## src/rtl/rdf_pkg.sv

```systemverilog
package rdf_pkg;

    localparam int FRAME_BITS = 16;
    localparam int PAIR_BITS  = 17;
    localparam int IDX_W      = 4;

    typedef enum logic [1:0] {
        SZ_8  = 2'd0,
        SZ_16 = 2'd1,
        SZ_32 = 2'd2,
        SZ_64 = 2'd3
    } acc_size_e;

    // 8-byte word indices (offset >> 3) inside a frame
    localparam logic [12:0] DW_TYPE  = 13'h0001;
    localparam logic [12:0] DW_ID2   = 13'h1FFD;
    localparam logic [12:0] DW_GROUP = 13'h0010;

    localparam logic [15:0] PRIV_LO  = 16'h0100;
    localparam logic [15:0] PRIV_END = 16'h0C08;

    localparam logic [31:0] ID2_VALUE = 32'h0000_003B;
    localparam int          LAST_BIT  = 4;

    typedef struct packed {
        logic             miss;
        logic [IDX_W-1:0] cpu;
        logic             frame;
        logic [15:0]      off;
    } frame_dec_t;

    typedef struct packed {
        logic [63:0] dword;
        logic        is_type;
        logic        priv;
    } reg_view_t;

    function automatic logic [63:0] type_word(input logic [23:0] aff,
                                              input logic [15:0] idx,
                                              input logic        last);
        logic [63:0] w;
        w           = '0;
        w[55:32]    = aff;
        w[23:8]     = idx;
        w[LAST_BIT] = last;
        return w;
    endfunction

    function automatic logic [63:0] lane_extract(input logic [63:0] v,
                                                 input logic [2:0]  lane,
                                                 input acc_size_e   sz);
        logic [63:0] sh;
        sh = v >> {lane, 3'b000};
        case (sz)
            SZ_8:    return {56'h0, sh[7:0]};
            SZ_16:   return {48'h0, sh[15:0]};
            SZ_32:   return {32'h0, sh[31:0]};
            default: return sh;
        endcase
    endfunction

endpackage

```

## src/rtl/rdf_addr_decode.sv

```systemverilog
module rdf_addr_decode
    import rdf_pkg::*;
#(
    parameter int                N_CPU     = 4,
    parameter int                ADDR_W    = 32,
    parameter logic [ADDR_W-1:0] BASE_ADDR = 32'h0A00_0000
) (
    input  logic [ADDR_W-1:0] addr,
    output frame_dec_t        dec
);
    localparam logic [ADDR_W:0] SPAN = (ADDR_W+1)'(N_CPU * (1 << PAIR_BITS));

    logic [ADDR_W-1:0] rel;
    logic              below;
    logic              beyond;

    always_comb begin
        rel       = addr - BASE_ADDR;
        below     = addr < BASE_ADDR;
        beyond    = {1'b0, rel} >= SPAN;
        dec.miss  = below || beyond;
        dec.cpu   = rel[PAIR_BITS +: IDX_W];
        dec.frame = rel[FRAME_BITS];
        dec.off   = rel[FRAME_BITS-1:0];
    end
endmodule

```

## src/rtl/rdf_reg_view.sv

```systemverilog
module rdf_reg_view
    import rdf_pkg::*;
#(
    parameter int N_CPU = 4
) (
    input  frame_dec_t        dec,
    input  logic [N_CPU*24-1:0] cpu_aff,
    output reg_view_t         view
);
    logic [23:0] aff_sel;
    logic        is_last;
    logic [12:0] dw;

    always_comb begin
        aff_sel = '0;
        for (int c = 0; c < N_CPU; c++) begin
            if (dec.cpu == IDX_W'(c)) aff_sel = cpu_aff[c*24 +: 24];
        end
    end

    always_comb begin
        is_last      = dec.cpu == IDX_W'(N_CPU - 1);
        dw           = dec.off[15:3];
        view.dword   = '0;
        view.is_type = 1'b0;
        view.priv    = 1'b0;
        if (!dec.frame) begin
            if (dw == DW_TYPE) begin
                view.dword   = type_word(aff_sel, 16'(dec.cpu), is_last);
                view.is_type = 1'b1;
            end else if (dw == DW_ID2) begin
                view.dword = {32'h0, ID2_VALUE};
            end
        end else begin
            if (dw == DW_GROUP) begin
                view.dword = {32'h0, 32'hFFFF_FFFF};
            end
            view.priv = (dec.off >= PRIV_LO) && (dec.off < PRIV_END);
        end
    end
endmodule

```

## src/rtl/redist_frame_decoder.sv

```systemverilog
module redist_frame_decoder
    import rdf_pkg::*;
#(
    parameter int                N_CPU     = 4,
    parameter int                ADDR_W    = 32,
    parameter logic [ADDR_W-1:0] BASE_ADDR = 32'h0A00_0000,
    localparam int               CPU_W     = (N_CPU > 1) ? $clog2(N_CPU) : 1
) (
    input  logic                clk,
    input  logic                rst,
    input  logic                req_valid_i,
    input  logic                req_write_i,
    input  logic [ADDR_W-1:0]   req_addr_i,
    input  logic [1:0]          req_size_i,
    input  logic [N_CPU*24-1:0] cpu_aff_i,
    output logic                rsp_valid_o,
    output logic                rsp_miss_o,
    output logic [63:0]         rsp_data_o,
    output logic [CPU_W-1:0]    rsp_cpu_o,
    output logic                rsp_frame_o,
    output logic                priv_sel_o
);
    frame_dec_t  dec;
    reg_view_t   view;
    acc_size_e   size;
    logic        narrow;
    logic        hit;
    logic [63:0] lane_data;
    logic [63:0] next_data;

    rdf_addr_decode #(
        .N_CPU(N_CPU), .ADDR_W(ADDR_W), .BASE_ADDR(BASE_ADDR)
    ) u_decode (
        .addr(req_addr_i),
        .dec (dec)
    );

    rdf_reg_view #(.N_CPU(N_CPU)) u_view (
        .dec    (dec),
        .cpu_aff(cpu_aff_i),
        .view   (view)
    );

    always_comb begin
        size      = acc_size_e'(req_size_i);
        narrow    = (size == SZ_8) || (size == SZ_16);
        hit       = req_valid_i && !dec.miss;
        lane_data = (view.is_type && narrow) ? 64'h0
                  : lane_extract(view.dword, dec.off[2:0], size);
        next_data = (hit && !req_write_i) ? lane_data : 64'h0;
    end

    always_ff @(posedge clk) begin
        if (rst) begin
            rsp_valid_o <= 1'b0;
            rsp_miss_o  <= 1'b0;
            rsp_data_o  <= '0;
            rsp_cpu_o   <= '0;
            rsp_frame_o <= 1'b0;
            priv_sel_o  <= 1'b0;
        end else begin
            rsp_valid_o <= req_valid_i;
            rsp_miss_o  <= req_valid_i && dec.miss;
            rsp_data_o  <= next_data;
            rsp_cpu_o   <= hit ? dec.cpu[CPU_W-1:0] : '0;
            rsp_frame_o <= hit && dec.frame;
            priv_sel_o  <= hit && view.priv;
        end
    end
endmodule

```

## config.mk

```make
export PLATFORM = sky130hd
export DESIGN_NAME = redist_frame_decoder
export DESIGN_NICKNAME = d
export VERILOG_FILES = /design/src/rtl/rdf_pkg.sv /design/src/rtl/rdf_addr_decode.sv /design/src/rtl/rdf_reg_view.sv /design/src/rtl/redist_frame_decoder.sv
export SDC_FILE = /design/constraint.sdc
export NUM_CORES = 1
export LEC_CHECK = 0
export BUFFER_PORTS_ARGS = -buffer_cell sky130_fd_sc_hd__buf_2
export CAP_MARGIN = 20
export CELL_PAD_IN_SITES_DETAIL_PLACEMENT = 0
export CELL_PAD_IN_SITES_GLOBAL_PLACEMENT = 2
export CORE_ASPECT_RATIO = 0.75
export CORE_MARGIN = 2
export CORE_UTILIZATION = 31
export CTS_CLUSTER_SIZE = 20
export DETAILED_ROUTE_END_ITERATION = 10
export PLACE_DENSITY = 0.92
export SYNTH_ARGS = -nofsm -noshare
export SYNTH_HDL_FRONTEND = slang
export SYNTH_HIERARCHICAL = 1
export SYNTH_SLANG_ARGS = --single-unit
```

## constraint.sdc

```tcl
create_clock -name clk -period 7.9 [get_ports clk]
set_input_delay 1.975 -clock clk [delete_from_list [all_inputs] [get_ports clk]]
set_output_delay 1.975 -clock clk [all_outputs]
set_load 0.02 [all_outputs]
```

Yosys cells after proc, flatten, opt, wreduce, memory -nomap -nowiden
Cells that the tools add are included.
{ "classes": {"n_addsub": 1, "mul": 0, "div": 0, "magnitude_cmp": 4, "eq_ne": 8, "n_shift": 1, "n_mux": 12, "bitwise_logic": 2, "n_reduce_logical": 15} }
{ "op_table": {"columns": ["op", "count"], "rows": [
  ["one-hot mux 64 bit (3 select lines)", 1],
  ["2-to-1 mux 24 bit", 4],
  ["2-to-1 mux 64 bit", 1],
  [">> shifter 64 x 6 -> 64 bit", 1],
  ["2-to-1 mux 56 bit", 1],
  [">= comparator 32 x 20 -> 1 bit, second input constant", 1],
  ["< comparator 32 x 28 -> 1 bit, second input constant", 1],
  ["2-to-1 mux 32 bit", 1],
  ["subtractor 32 x 28 -> 32 bit, second input constant", 1],
  [">= comparator 16 x 9 -> 1 bit, second input constant", 1],
  ["< comparator 16 x 12 -> 1 bit, second input constant", 1],
  ["equality test 13 x 1 -> 1 bit, second input constant", 1],
  ["equality test 13 bit, second input constant", 1],
  ["equality test 13 x 5 -> 1 bit, second input constant", 1],
  ["equality test 4 x 2 -> 1 bit, second input constant", 2],
  ["logical AND 1 bit", 7],
  ["2-to-1 mux 6 bit", 1],
  ["equality test 4 x 1 -> 1 bit, second input constant", 1],
  ["zero test 4 bit", 1],
  ["2-to-1 mux 1 bit", 3],
  ["OR reduction 3 bit", 1],
  ["equality test 2 x 1 -> 1 bit, second input constant", 1],
  ["equality test 2 bit, second input constant", 1],
  ["zero test 1 bit", 2],
  ["other kinds (4)", 6]
]} }
{ "word_totals": {"regBits": 70, "latchBits": 0, "ramBits": 0, "romBits": 0, "in_bits": 134, "word_cells": 49, "mem_count": 0} }

Depth between registers and ports, before layout
Gate-level depths: netlist of the first run.
{ "depth": {"ltp_word": 10, "depth_mapped": 8, "mapped_depth_nobuf": 7} }

By module
Netlist of the first run, hierarchy kept.
{ "modules_own_cells": {"columns": ["mod", "n_inst", "cells_each", "area_per_inst_um2"], "rows": [
  ["redist_frame_decoder", 1, 316, 3250.6],
  ["rdf_reg_view", 1, 179, 1480.2],
  ["rdf_addr_decode", 1, 30, 232.7]
]} }

Least setup slack after synthesis of the first run
No wires, ideal clock.
{ "synth_path": {"kind": "input to register", "startpoint": "input port req_addr_i[8]", "endpoint": "register rsp_data_o[2]", "setup_ns": 0.112, "arrival_ns": 3.826, "required_ns": 7.788, "path_slack_ns": 3.961, "cell_stages": 8, "n_path_buf": 2, "cell_sequence": "buf_4 nor4_1 nand4_1 inv_1 buf_4 mux2i_1 a22o_1 a2111oi_1"} }
{ "synth_lines": {"columns": ["element", "line_no", "text"], "rows": [
  ["start, declared", "redist_frame_decoder.sv:13", "input logic [ADDR_W-1:0] req_addr_i,"],
  ["end signal, assigned", "redist_frame_decoder.sv:64", "rsp_data_o <= next_data;"],
  ["end, declared", "redist_frame_decoder.sv:18", "output logic [63:0] rsp_data_o,"]
]} }

Worst setup path in the final report of the first run
{ "layout_path": {"startpoint": "input port req_addr_i[8]", "endpoint": "register rsp_data_o[12]"} }
{ "layout_via": {"elab_chain_len": 10, "word_cells_on_any_way": 29, "classes_between": "1 x add/sub; 2 x order compare; 6 x eq/ne; 1 x shift; 11 x mux; 1 x bitwise; 7 x reduce/logical"} }
{ "layout_lines": {"columns": ["element", "line_no", "text"], "rows": [
  ["subtractor 32 x 28 -> 32 bit", "rdf_addr_decode.sv:18", "rel = addr - BASE_ADDR;"],
  ["zero test 4 bit", "rdf_reg_view.sv:17", "if (dec.cpu == IDX_W'(c)) aff_sel = cpu_aff[c*24 +: 24];"],
  ["2-to-1 mux 24 bit (4 in a row)", "rdf_reg_view.sv:17", null],
  ["2-to-1 mux 56 bit", "rdf_reg_view.sv:28", "if (dw == DW_TYPE) begin"],
  ["2-to-1 mux 64 bit", "rdf_reg_view.sv:27", "if (!dec.frame) begin"],
  [">> shifter 64 x 6 -> 64 bit", "rdf_pkg.sv:53", "sh = v >> {lane, 3'b000};"],
  ["one-hot mux 64 bit (3 select lines)", "rdf_pkg.sv:54", "case (sz)"]
]} }
Parallel ways exist; a longest one is shown, timed or not.
A chain may end at the register's enable or synchronous reset.

==> results.toml, run 1 <==
[clock_tree]
cts_repair_resize_count = 0
numClockSinks = 70
buffer_count_from_post_cts_setup_fixing = 0
ctsHoldBuffers = 0
cts-root-buf = "clkbuf_16"
max-clock-path-buffers = 2
cts_inserted_buffers = 9
reg_clk_slew_reported_paths_ns = 0.06
tritoncts_clock_tree = "done"
ctsHtreeMaxLevel = 3

[power_and_ir_drop]
p_leak_uw = 0.002588
p_seq_share_pct = 39.4
clock_power_share_pct = 45.9
netSwitchingPower_uw = 231.1
comb_power_share_pct = 14.7
internal_power_uw = 665.9
powerDensity_mw_per_mm2 = 149.8
vdd.ir_drop.worst_mv = 0.09053
swShare_pct = 25.77

[global_route]
grt_util_all_layers_pct = 18.02
grt_pass1_vias = 4538
grt_overflow_total = 0
grt_start_max_net_pins = 62
grt_pass1_wl_um = 23820
number_of_antenna_violations_at_the_first_check_in_global_routing = 0

[setup_path]
critPathCaptureType = "flip-flop"
slowest_stage = "inv_1"
slowest_delay_ns = 0.87
timing.critical_path.cells = "buf_2, nor4_1, nand4_1, inv_1, mux2_2, nor2_1, a2111oi_0"
cp.arrival_ns = 4.82
path_max_fanout = 39
worstSetupStartpointType = "input port"
worstPathRequired_ns = 8.06
worst-setup-path-type = "input port to flip-flop"

[synthesis]
syn-cell-area_sq_mm = 0.004964
ys_seq_elements = 70
postSynthAreaPerCell_sq_um = 9.454
yosys.area.top_type = "dfxtp_1"
synth_top_area_share_pct = 28.23
netlist_top_cells_area = "dfxtp_1 28%, mux2_2 10%, buf_4 8.8%"
yosysWarningCount = 6
synthesis.instances = 525
post_synth_num_cell_types = 53
synth_seq_area_share_pct = 28.23

[detailed_routing]
wire_per_inst_um = 17.84
residual_antenna_violating_net_count_after_detailed_routing = 0
drc_errors = 0
detailroute.via_count = 4451
drt_pass1_iterations = 5
initialDrtViolationCount = 236
viasPerCell = 5.116
postRouteWirelength_um = 15530

[sta]
slew_headroom_pct = 30.71
layout_worst_path_cycle_share_pct = 59.10
rsz0062_at_grt = "no"
hold_viol = 0
finalMaxSlewViolations = 0
whs_ns = 1.873
final_min_period_ns = 4.669
setup_slack_ns = 3.231
worstMarginPinSlew_ns = 1.038
setup-violations-final = 0
fin_tns_setup_ns = 0
maxClockFrequency_mhz = 214.2

[placed_design]
dp_hpwl_um = 11990
place_congestion = 0.8896
preCtsSetupSlack_ns = 2.999
portBuffers = 203

[floorplan]
number_of_rows_created_at_floorplan = 40
floorplan.die.width_um = 150.1
core_area_sq_mm = 0.01582
start_util_pct = 31.38
die_area_sq_mm = 0.01705
num_io_pins = 204
chipHeight_um = 113.6

[job]
max_cap_violations = 0

[layout]
synthToLayoutAreaGrowth_pct = 20.65
final_nets = 790
antenna-diode-count = 0
final_layout_size_suffix_gt1_share_pct = 47.88

[worst_hold_path]
worstHoldPathType = "input port to flip-flop"
worst_hold_startpoint = "rst"
min_delay_path_depth = 2
timing.hold.worst_endpoint = "rsp_valid_o"

[outcome]
run_status = "complete, no violations"
[power by group through the flow]
stage / registers [uW] / logic [uW] / clock network, uW
after global routing: 354 / 144 / 437
after floorplan: 362 / 93.7 / 0
after detailed placement: 361 / 131 / 0
final: 354 / 132 / 411
after global placement: 361 / 128 / 0
after CTS: 354 / 131 / 422
[Yosys cell counts, drive strengths merged]
library cell  count
o2111ai           1
nand4bb           1
mux2i            35
nand2            14
a2111oi          37
a222oi            7
nor3              2
buf              88
and2b             1
o21ai             6
nand4             4
nand4b            1
and4bb            1
dfxtp            70
inv              10
nand2b            2
o311ai            1
nor4b            12
or2               1
nand3             2
or4               1
clkbuf            9
a211oi           33
nor2b            15
ha                1
and3b             1
a22oi            10
a31oi             1
mux2             44
o211ai            1
nor2             47
o22ai             7
nor3b             3
and2             31
a21oi             9
nor4              5
conb              1
a2bb2oi           9
a22o              1
[layout make-up]
class / instances / area, sq um
Fill cell: 1665 / 9827
Multi-Input combinational cell: 355 / 2917
Sequential cell: 70 / 1401
Timing Repair Buffer: 209 / 1061
Tap cell: 210 / 262.8
Clock buffer: 10 / 239.0
Clock inverter: 6 / 70.07
Inverter: 10 / 37.54
[cells in the final DEF, fill, tap and decap left out, types with 5 or more instances in the layout]
cell,instances
nor2_1,47
a2111oi_1,8
inv_1,6
a222oi_1,7
and2_1,25
clkbuf_16,9
buf_4,6
dfxtp_1,70
mux2_2,44
a2bb2oi_1,9
nor4b_1,7
nand2_1,14
mux2i_1,35
and2_0,5
a2111oi_2,26
a22oi_1,10
a21oi_1,9
buf_2,203
conb_1,8
a211oi_1,33
o22ai_1,7
nor2b_1,15
[sequential cells by signal (all words and copies together), names as in the netlist]
signal,cells
rsp_frame_o,1
rsp_cpu_o,2
priv_sel_o,1
rsp_valid_o,1
rsp_miss_o,1
rsp_data_o,64
[metal layers]
metal  vias to the layer above  global-route usage [%]  part of all wire, %
met5                         -                       0                    0
met4                         0                   4.214                  1.3
met3                        17                   4.080                  5.4
met2                       138                   32.05                   50
met1                      2124                   22.15                   43
li1                       2172                       -                    -
[metrics by stage]
step	utilization, %	std cells	cell area (sq um)	total power (uW)
floorplan	-	532	4990	455.9
global placement	35.91	854	5679	489.3
detailed placement	35.91	854	5679	492.1
CTS	37.86	870	5988	906.9
global route	37.86	870	5988	934.9
finish	37.86	870	5988	897.1
[worst max-delay path: cells and delay by family]
kind | cells | cell delay (ns)
muxes | 1 | 0.34
buffers and inverters | 2 | 0.99
and+or+nand+nor | 3 | 0.82
AOI/OAI and AO/OA | 1 | 0.69
[logic make-up (layout without fill, tap and decap cells)]
logic type	Yosys count	in the layout	share of synthesized area (%)
adder cells (fa/ha/maj)	1	1	0.2520
multiplexers	79	79	17.04
AO/OA/AOI/OAI	123	123	23.02
flip-flops	70	70	28.23
buffers and inverters	107	235	13.54
other	1	8	0.07555
AND/OR/NAND/NOR	144	144	17.85
[worst max-delay path by stage]
| stage | from | end | slack, ns |
|---|---|---|---|
| after global placement | req_addr_i[17] | rsp_data_o[12] | 3.10 |
| after floorplan | req_addr_i[8] | rsp_data_o[2] | 3.96 |
| after global routing | req_addr_i[17] | rsp_data_o[12] | 2.95 |
| after detailed placement | req_addr_i[8] | rsp_data_o[12] | 3.00 |
| after CTS | req_addr_i[8] | rsp_data_o[12] | 3.35 |
| final | req_addr_i[8] | rsp_data_o[12] | 3.23 |
Note: power is estimated with default switching activity, not from simulation.
==> run 2: changes to the inputs <==
--- a/config.mk
+++ b/config.mk
@@ -11,10 +11,10 @@
 export CELL_PAD_IN_SITES_GLOBAL_PLACEMENT = 2
 export CORE_ASPECT_RATIO = 0.75
 export CORE_MARGIN = 2
-export CORE_UTILIZATION = 31
+export CORE_UTILIZATION = 28
 export CTS_CLUSTER_SIZE = 20
 export DETAILED_ROUTE_END_ITERATION = 10
-export PLACE_DENSITY = 0.92
+export PLACE_DENSITY = 0.85
 export SYNTH_ARGS = -nofsm -noshare
 export SYNTH_HDL_FRONTEND = slang
 export SYNTH_HIERARCHICAL = 1
==> constraint.sdc (replaced) <==
create_clock -name clk -period 4.7 [get_ports clk]
set_input_delay 1.175 -clock clk [delete_from_list [all_inputs] [get_ports clk]]
set_output_delay 1.175 -clock clk [all_outputs]
set_load 0.02 [all_outputs]
==> run 2 against run 1 <==
Count of clock-buffer cells in the layout up 1; utilization down 3.0 points; non-clock buffer count up 5; combinational power up 73%; flip-flop and latch count unchanged; power up 75%; global-route usage down 0.66 points; sequential power up 68%; highest routed layer unchanged; sequential share of layout area down 0.43 points.
==> results.toml, run 2 (synthesized netlist as in run 1, its figures left out) <==
[detailed_routing]
drc_errors = 0
detailroute.via_count = 4530
postRouteWirelength_um = 16370
initialDrtViolationCount = 239
viasPerCell = 4.994
wire_per_inst_um = 18.05
drt_pass1_iterations = 5
residual_antenna_violating_net_count_after_detailed_routing = 0

[global_route]
grt_pass1_wl_um = 24930
number_of_antenna_violations_at_the_first_check_in_global_routing = 0
grt_overflow_total = 0
grt_util_all_layers_pct = 17.36
grt_start_max_net_pins = 43
grt_pass1_vias = 4693

[layout]
synthToLayoutAreaGrowth_pct = 22.91
multi_input_comb_area_sq_mm = 0.002917
count_of_fill_cells_added_during_filler_insertion = 1819
layout_commonest_cell = "buf_2"
final_nets = 795
largest_register = "rsp_data_o"
register_area_sq_mm = 0.001401
antenna-diode-count = 0
final_layout_size_suffix_gt1_share_pct = 48.12
biggestRegsByFlops = "rsp_data_o x64, rsp_cpu_o x2"
finalCoreUtilization_pct = 34.86
commonest_non_fill_non_tap_cells_in_the_layout = "203 x buf_2, 70 x dfxtp_1, 47 x nor2_1"
largest_register_ffs = 64
design_area_sq_mm = 0.006101

[setup_path]
slowest_delay_ns = 0.62
critPathBufInv = 2
critPathCaptureType = "flip-flop"
worstPathRequired_ns = 4.90
crit_family = "compound AO/OA/AOI/OAI gates"
cp.arrival_ns = 3.56
worst-setup-path-type = "input port to flip-flop"
worstSetupStartpointType = "input port"
slowest_stage = "a2111oi_2"
timing.critical_path.cells = "buf_2, buf_4, and2_1, a211oi_1, a2111oi_2, mux2_2, nor2_1, a2111oi_1"
path_max_fanout = 34

[floorplan]
start_util_pct = 28.36
number_of_rows_created_at_floorplan = 42
die_area_sq_mm = 0.01882
num_io_pins = 204
core_area_sq_mm = 0.01750
floorplan.die.width_um = 157.7
chipHeight_um = 119.3

[clock_tree]
max-clock-path-buffers = 2
buffer_count_from_post_cts_setup_fixing = 0
cts_repair_resize_count = 0
ctsHtreeMaxLevel = 3
numClockSinks = 70
ctsHoldBuffers = 0
reg_clk_slew_reported_paths_ns = 0.06
tritoncts_clock_tree = "done"
cts_inserted_buffers = 9
cts-root-buf = "clkbuf_16"

[sta]
rsz0062_at_grt = "no"
layout_worst_path_cycle_share_pct = 71.55
setup-violations-final = 0
final_min_period_ns = 3.363
hold_viol = 0
slew_headroom_pct = 36.78
finalMaxSlewViolations = 0
worstMarginPinSlew_ns = 0.9483
fin_tns_setup_ns = 0
maxClockFrequency_mhz = 297.4

[placed_design]
dp_hpwl_um = 12770
place_congestion = 0.8813
portBuffers = 203
place_area_sq_mm = 0.005749

[power_and_ir_drop]
vdd.ir_drop.worst_mv = 0.1431
powerDensity_mw_per_mm2 = 257.2
p_leak_uw = 0.002635

[outcome]
run_status = "complete, no violations"

[worst_hold_path]
worstHoldPathType = "input port to flip-flop"

[job]
max_cap_violations = 0
## run 2: cell count changes in the layout (fill, tap and decap cells not counted)
cell / delta
bufinv_16: +1
clkinv_2: +1
buf_4: +4
buf_16: +1
clkinvlp_4: -2
clkbuf_1: +1
clkinv_4: -1
## run 2: through the flow
step                      std cells  total power (uW)  hold WS, ns  setup slack, ns
after floorplan                 532             766.3        1.262            1.561
after global placement          890             827.9        1.410            1.058
after detailed placement        890             832.1        1.425            1.028
after CTS                       906              1580        1.060            1.385
after global routing            907              1632        1.064            1.137
final                           907              1569        1.067            1.337
## run 2: worst paths after layout
kind                        from             to  slack (ns)  cells after the start
setup / recovery  req_addr_i[17]  rsp_data_o[4]        1.34                      8
hold / removal               rst    rsp_valid_o        1.07                      2
## run 2: where the power goes
| group | internal, uW | leakage, uW | switching, uW |
|---|---|---|---|
| combinational | 101 | 0.00192 | 128 |
| clock | 480 | 0.000156 | 266 |
| sequential | 594 | 0.000564 | 0.332 |
## run 2: layout make-up
| class | instances | share of cell area [%] |
|---|---|---|
| sequential | 70 | 22.97 |
| timing repair buffer | 214 | 18.33 |
| tap | 242 | 4.963 |
| inverter | 10 | 0.6153 |
| multi-input combinational | 355 | 47.81 |
| clock buffer | 11 | 3.979 |
| clock inverter | 5 | 1.333 |
## run 2: metal layers
| layer | wire length, um | track usage (%) | vias to the layer above | part of all wire, % |
|---|---|---|---|---|
| met1 | 6893 | 21.54 | 2120 | 42 |
| met5 | 0 | 0 | - | 0 |
| met4 | 305 | 4.375 | 0 | 1.9 |
| li1 | - | - | 2181 | - |
| met3 | 1330 | 4.367 | 25 | 8.1 |
| met2 | 7838 | 29.89 | 204 | 48 |
==> run 3: changes to the inputs <==
==> constraint.sdc (replaced) <==
create_clock -name clk -period 3.1 [get_ports clk]
set_input_delay 0.775 -clock clk [delete_from_list [all_inputs] [get_ports clk]]
set_output_delay 0.775 -clock clk [all_outputs]
set_load 0.02 [all_outputs]
==> run 3 against run 2 <==
Utilization rose by 1.7 points; sequential share of layout area fell by 1.1 points; flip-flop and latch count did not move; combinational power rose by 60%; power rose by 61%; die area did not move; critical endpoint is now rsp_data_o[13]; highest routed layer unchanged.
==> results.toml, run 3 (synthesized netlist as in run 1, its figures left out) <==
[layout]
synthToLayoutAreaGrowth_pct = 28.86
largest_register_ffs = 64
final_layout_size_suffix_gt1_share_pct = 50.57
finish.cell_count_without_fillers = 938
multi_input_comb_area_sq_mm = 0.002923
count_of_fill_cells_added_during_filler_insertion = 1821
final_nets = 826
layout_commonest_cell = "buf_2"
biggestRegsByFlops = "rsp_data_o x64, rsp_cpu_o x2"
register_area_sq_mm = 0.001401
largest_register = "rsp_data_o"
commonest_non_fill_non_tap_cells_in_the_layout = "203 x buf_2, 70 x dfxtp_1, 47 x nor2_1"
antenna-diode-count = 0

[worst_hold_path]
min_delay_path_depth = 2
worstHoldPathType = "input port to flip-flop"
timing.hold.worst_endpoint = "rsp_valid_o"
worst_hold_startpoint = "rst"

[clock_tree]
numClockSinks = 70
cts_inserted_buffers = 9
reg_clk_slew_reported_paths_ns = 0.06
max-clock-path-buffers = 2
ctsHtreeMaxLevel = 3
cts-root-buf = "clkbuf_16"
ctsHoldBuffers = 0
tritoncts_clock_tree = "done"

[global_route]
grt_start_max_net_pins = 61
grt_pass1_wl_um = 25940
grt_pass1_vias = 4882
grt_overflow_total = 0
grt_util_all_layers_pct = 18.03
number_of_antenna_violations_at_the_first_check_in_global_routing = 0

[sta]
layout_worst_path_cycle_share_pct = 95.26
maxClockFrequency_mhz = 338.6
slew_headroom_pct = 54.15
rsz0062_at_grt = "no"
final_min_period_ns = 2.953
setup_slack_ns = 0.1470
setup-violations-final = 0
hold_viol = 0
finalMaxSlewViolations = 0
worstMarginPinSlew_ns = 0.6847

[floorplan]
number_of_rows_created_at_floorplan = 42
start_util_pct = 28.36
num_io_pins = 204
floorplan.die.width_um = 157.7
die_area_sq_mm = 0.01882
core_area_sq_mm = 0.01750
chipHeight_um = 119.3

[setup_path]
worst-setup-path-type = "input port to flip-flop"
worstSetupStartpointType = "input port"
slowest_stage = "a2111oi_2"
slowest_delay_ns = 0.47
cp.arrival_ns = 3.16
path_max_fanout = 11
timing.critical_path.cells = "buf_2, nor4b_1, nand4_1, buf_4, buf_4, a2111oi_2, mux2i_1, a2bb2oi_1, a2111oi_2"
critPathCaptureType = "flip-flop"
worstPathRequired_ns = 3.31

[placed_design]
dp_hpwl_um = 13610
portBuffers = 203
place_congestion = 0.8929
preCtsSetupSlack_ns = -0.3539
placed_instance_count = 922

[power_and_ir_drop]
vdd.ir_drop.worst_mv = 0.2209
p_leak_uw = 0.002813
powerDensity_mw_per_mm2 = 395.7

[detailed_routing]
wire_per_inst_um = 18.17
viasPerCell = 4.937
postRouteWirelength_um = 17050
initialDrtViolationCount = 210
detailroute.via_count = 4631
drc_errors = 0
drt_pass1_iterations = 4
residual_antenna_violating_net_count_after_detailed_routing = 0

[job]
max_cap_violations = 0

[outcome]
run_status = "complete, no violations"
run 3: cell count changes in the layout (fill, tap and decap cells not counted):
cell        previous run  this run
clkbuf_8               1         0
buf_12                 0         3
inv_6                  1         0
buf_16                 1         0
buf_4                 10        39
clkinvlp_4             1         0
a2111oi_0              3         2
a2111oi_2             26        27
bufinv_16              2         4
clkinv_4               0         1
run 3: critical path: cells and delay by family:
kind	cells	cell delay, ns
AOI/OAI and AO/OA	3	1.08
buffers and inverters	3	0.53
muxes	1	0.27
and+or+nand+nor	2	0.48
run 3: metrics by stage:
step / cell area, sq um / total power [uW] / hold WS [ns] / utilization (%) / TNS, ns
global placement: 6027 / 1279 / 1.006 / 34.44 / -0.4826
CTS: 6390 / 2556 / 0.6475 / 36.52 / 0
detailed placement: 6027 / 1284 / 1.020 / 34.44 / -0.4246
global route: 6396 / 2627 / 0.6568 / 36.55 / 0
finish: 6396 / 2531 / 0.6650 / 36.55 / 0
floorplan: 4990 / 1162 / 0.8617 / - / 0
run 3: routing by layer:
metal / routed length [um] / global-route usage, %
met5: 0 / 0
met4: 179 / 4.716
met3: 1183 / 4.803
met2: 8346 / 31.49
met1: 7338 / 21.76
run 3: report_power, final:
group | switching (uW) | internal [uW]
Combinational | 201 | 166
Clock | 395 | 867
Sequential | 0.404 | 901
Total | 597 | 1930
run 3: worst max-delay path by stage:
stage                     slack [ns]  cells past startpoint        endpoint           start
after global routing            0.06                      9  rsp_data_o[13]  req_addr_i[12]
after floorplan                 0.36                      8   rsp_data_o[2]   req_addr_i[8]
final                           0.15                      9  rsp_data_o[13]  req_addr_i[10]
after CTS                      0.002                      9  rsp_data_o[13]  req_addr_i[12]
after detailed placement       -0.35                      9  rsp_data_o[13]  req_addr_i[12]
after global placement         -0.36                      9  rsp_data_o[13]  req_addr_i[10]
run 3: repair_timing:
action / CTS / global route
setup endpoints to repair: 0 / 1
buffers inserted: 0 / 0
gates resized for setup: 0 / 2
run 3: layout make-up:
type | instances | area share, %
inverters | 10 | 0.5869
well taps | 242 | 4.734
clock buffers | 10 | 3.580
flip-flops and latches | 70 | 21.91
clock inverters | 6 | 2.093
multi-input cells | 355 | 45.70
repair buffers | 245 | 21.40
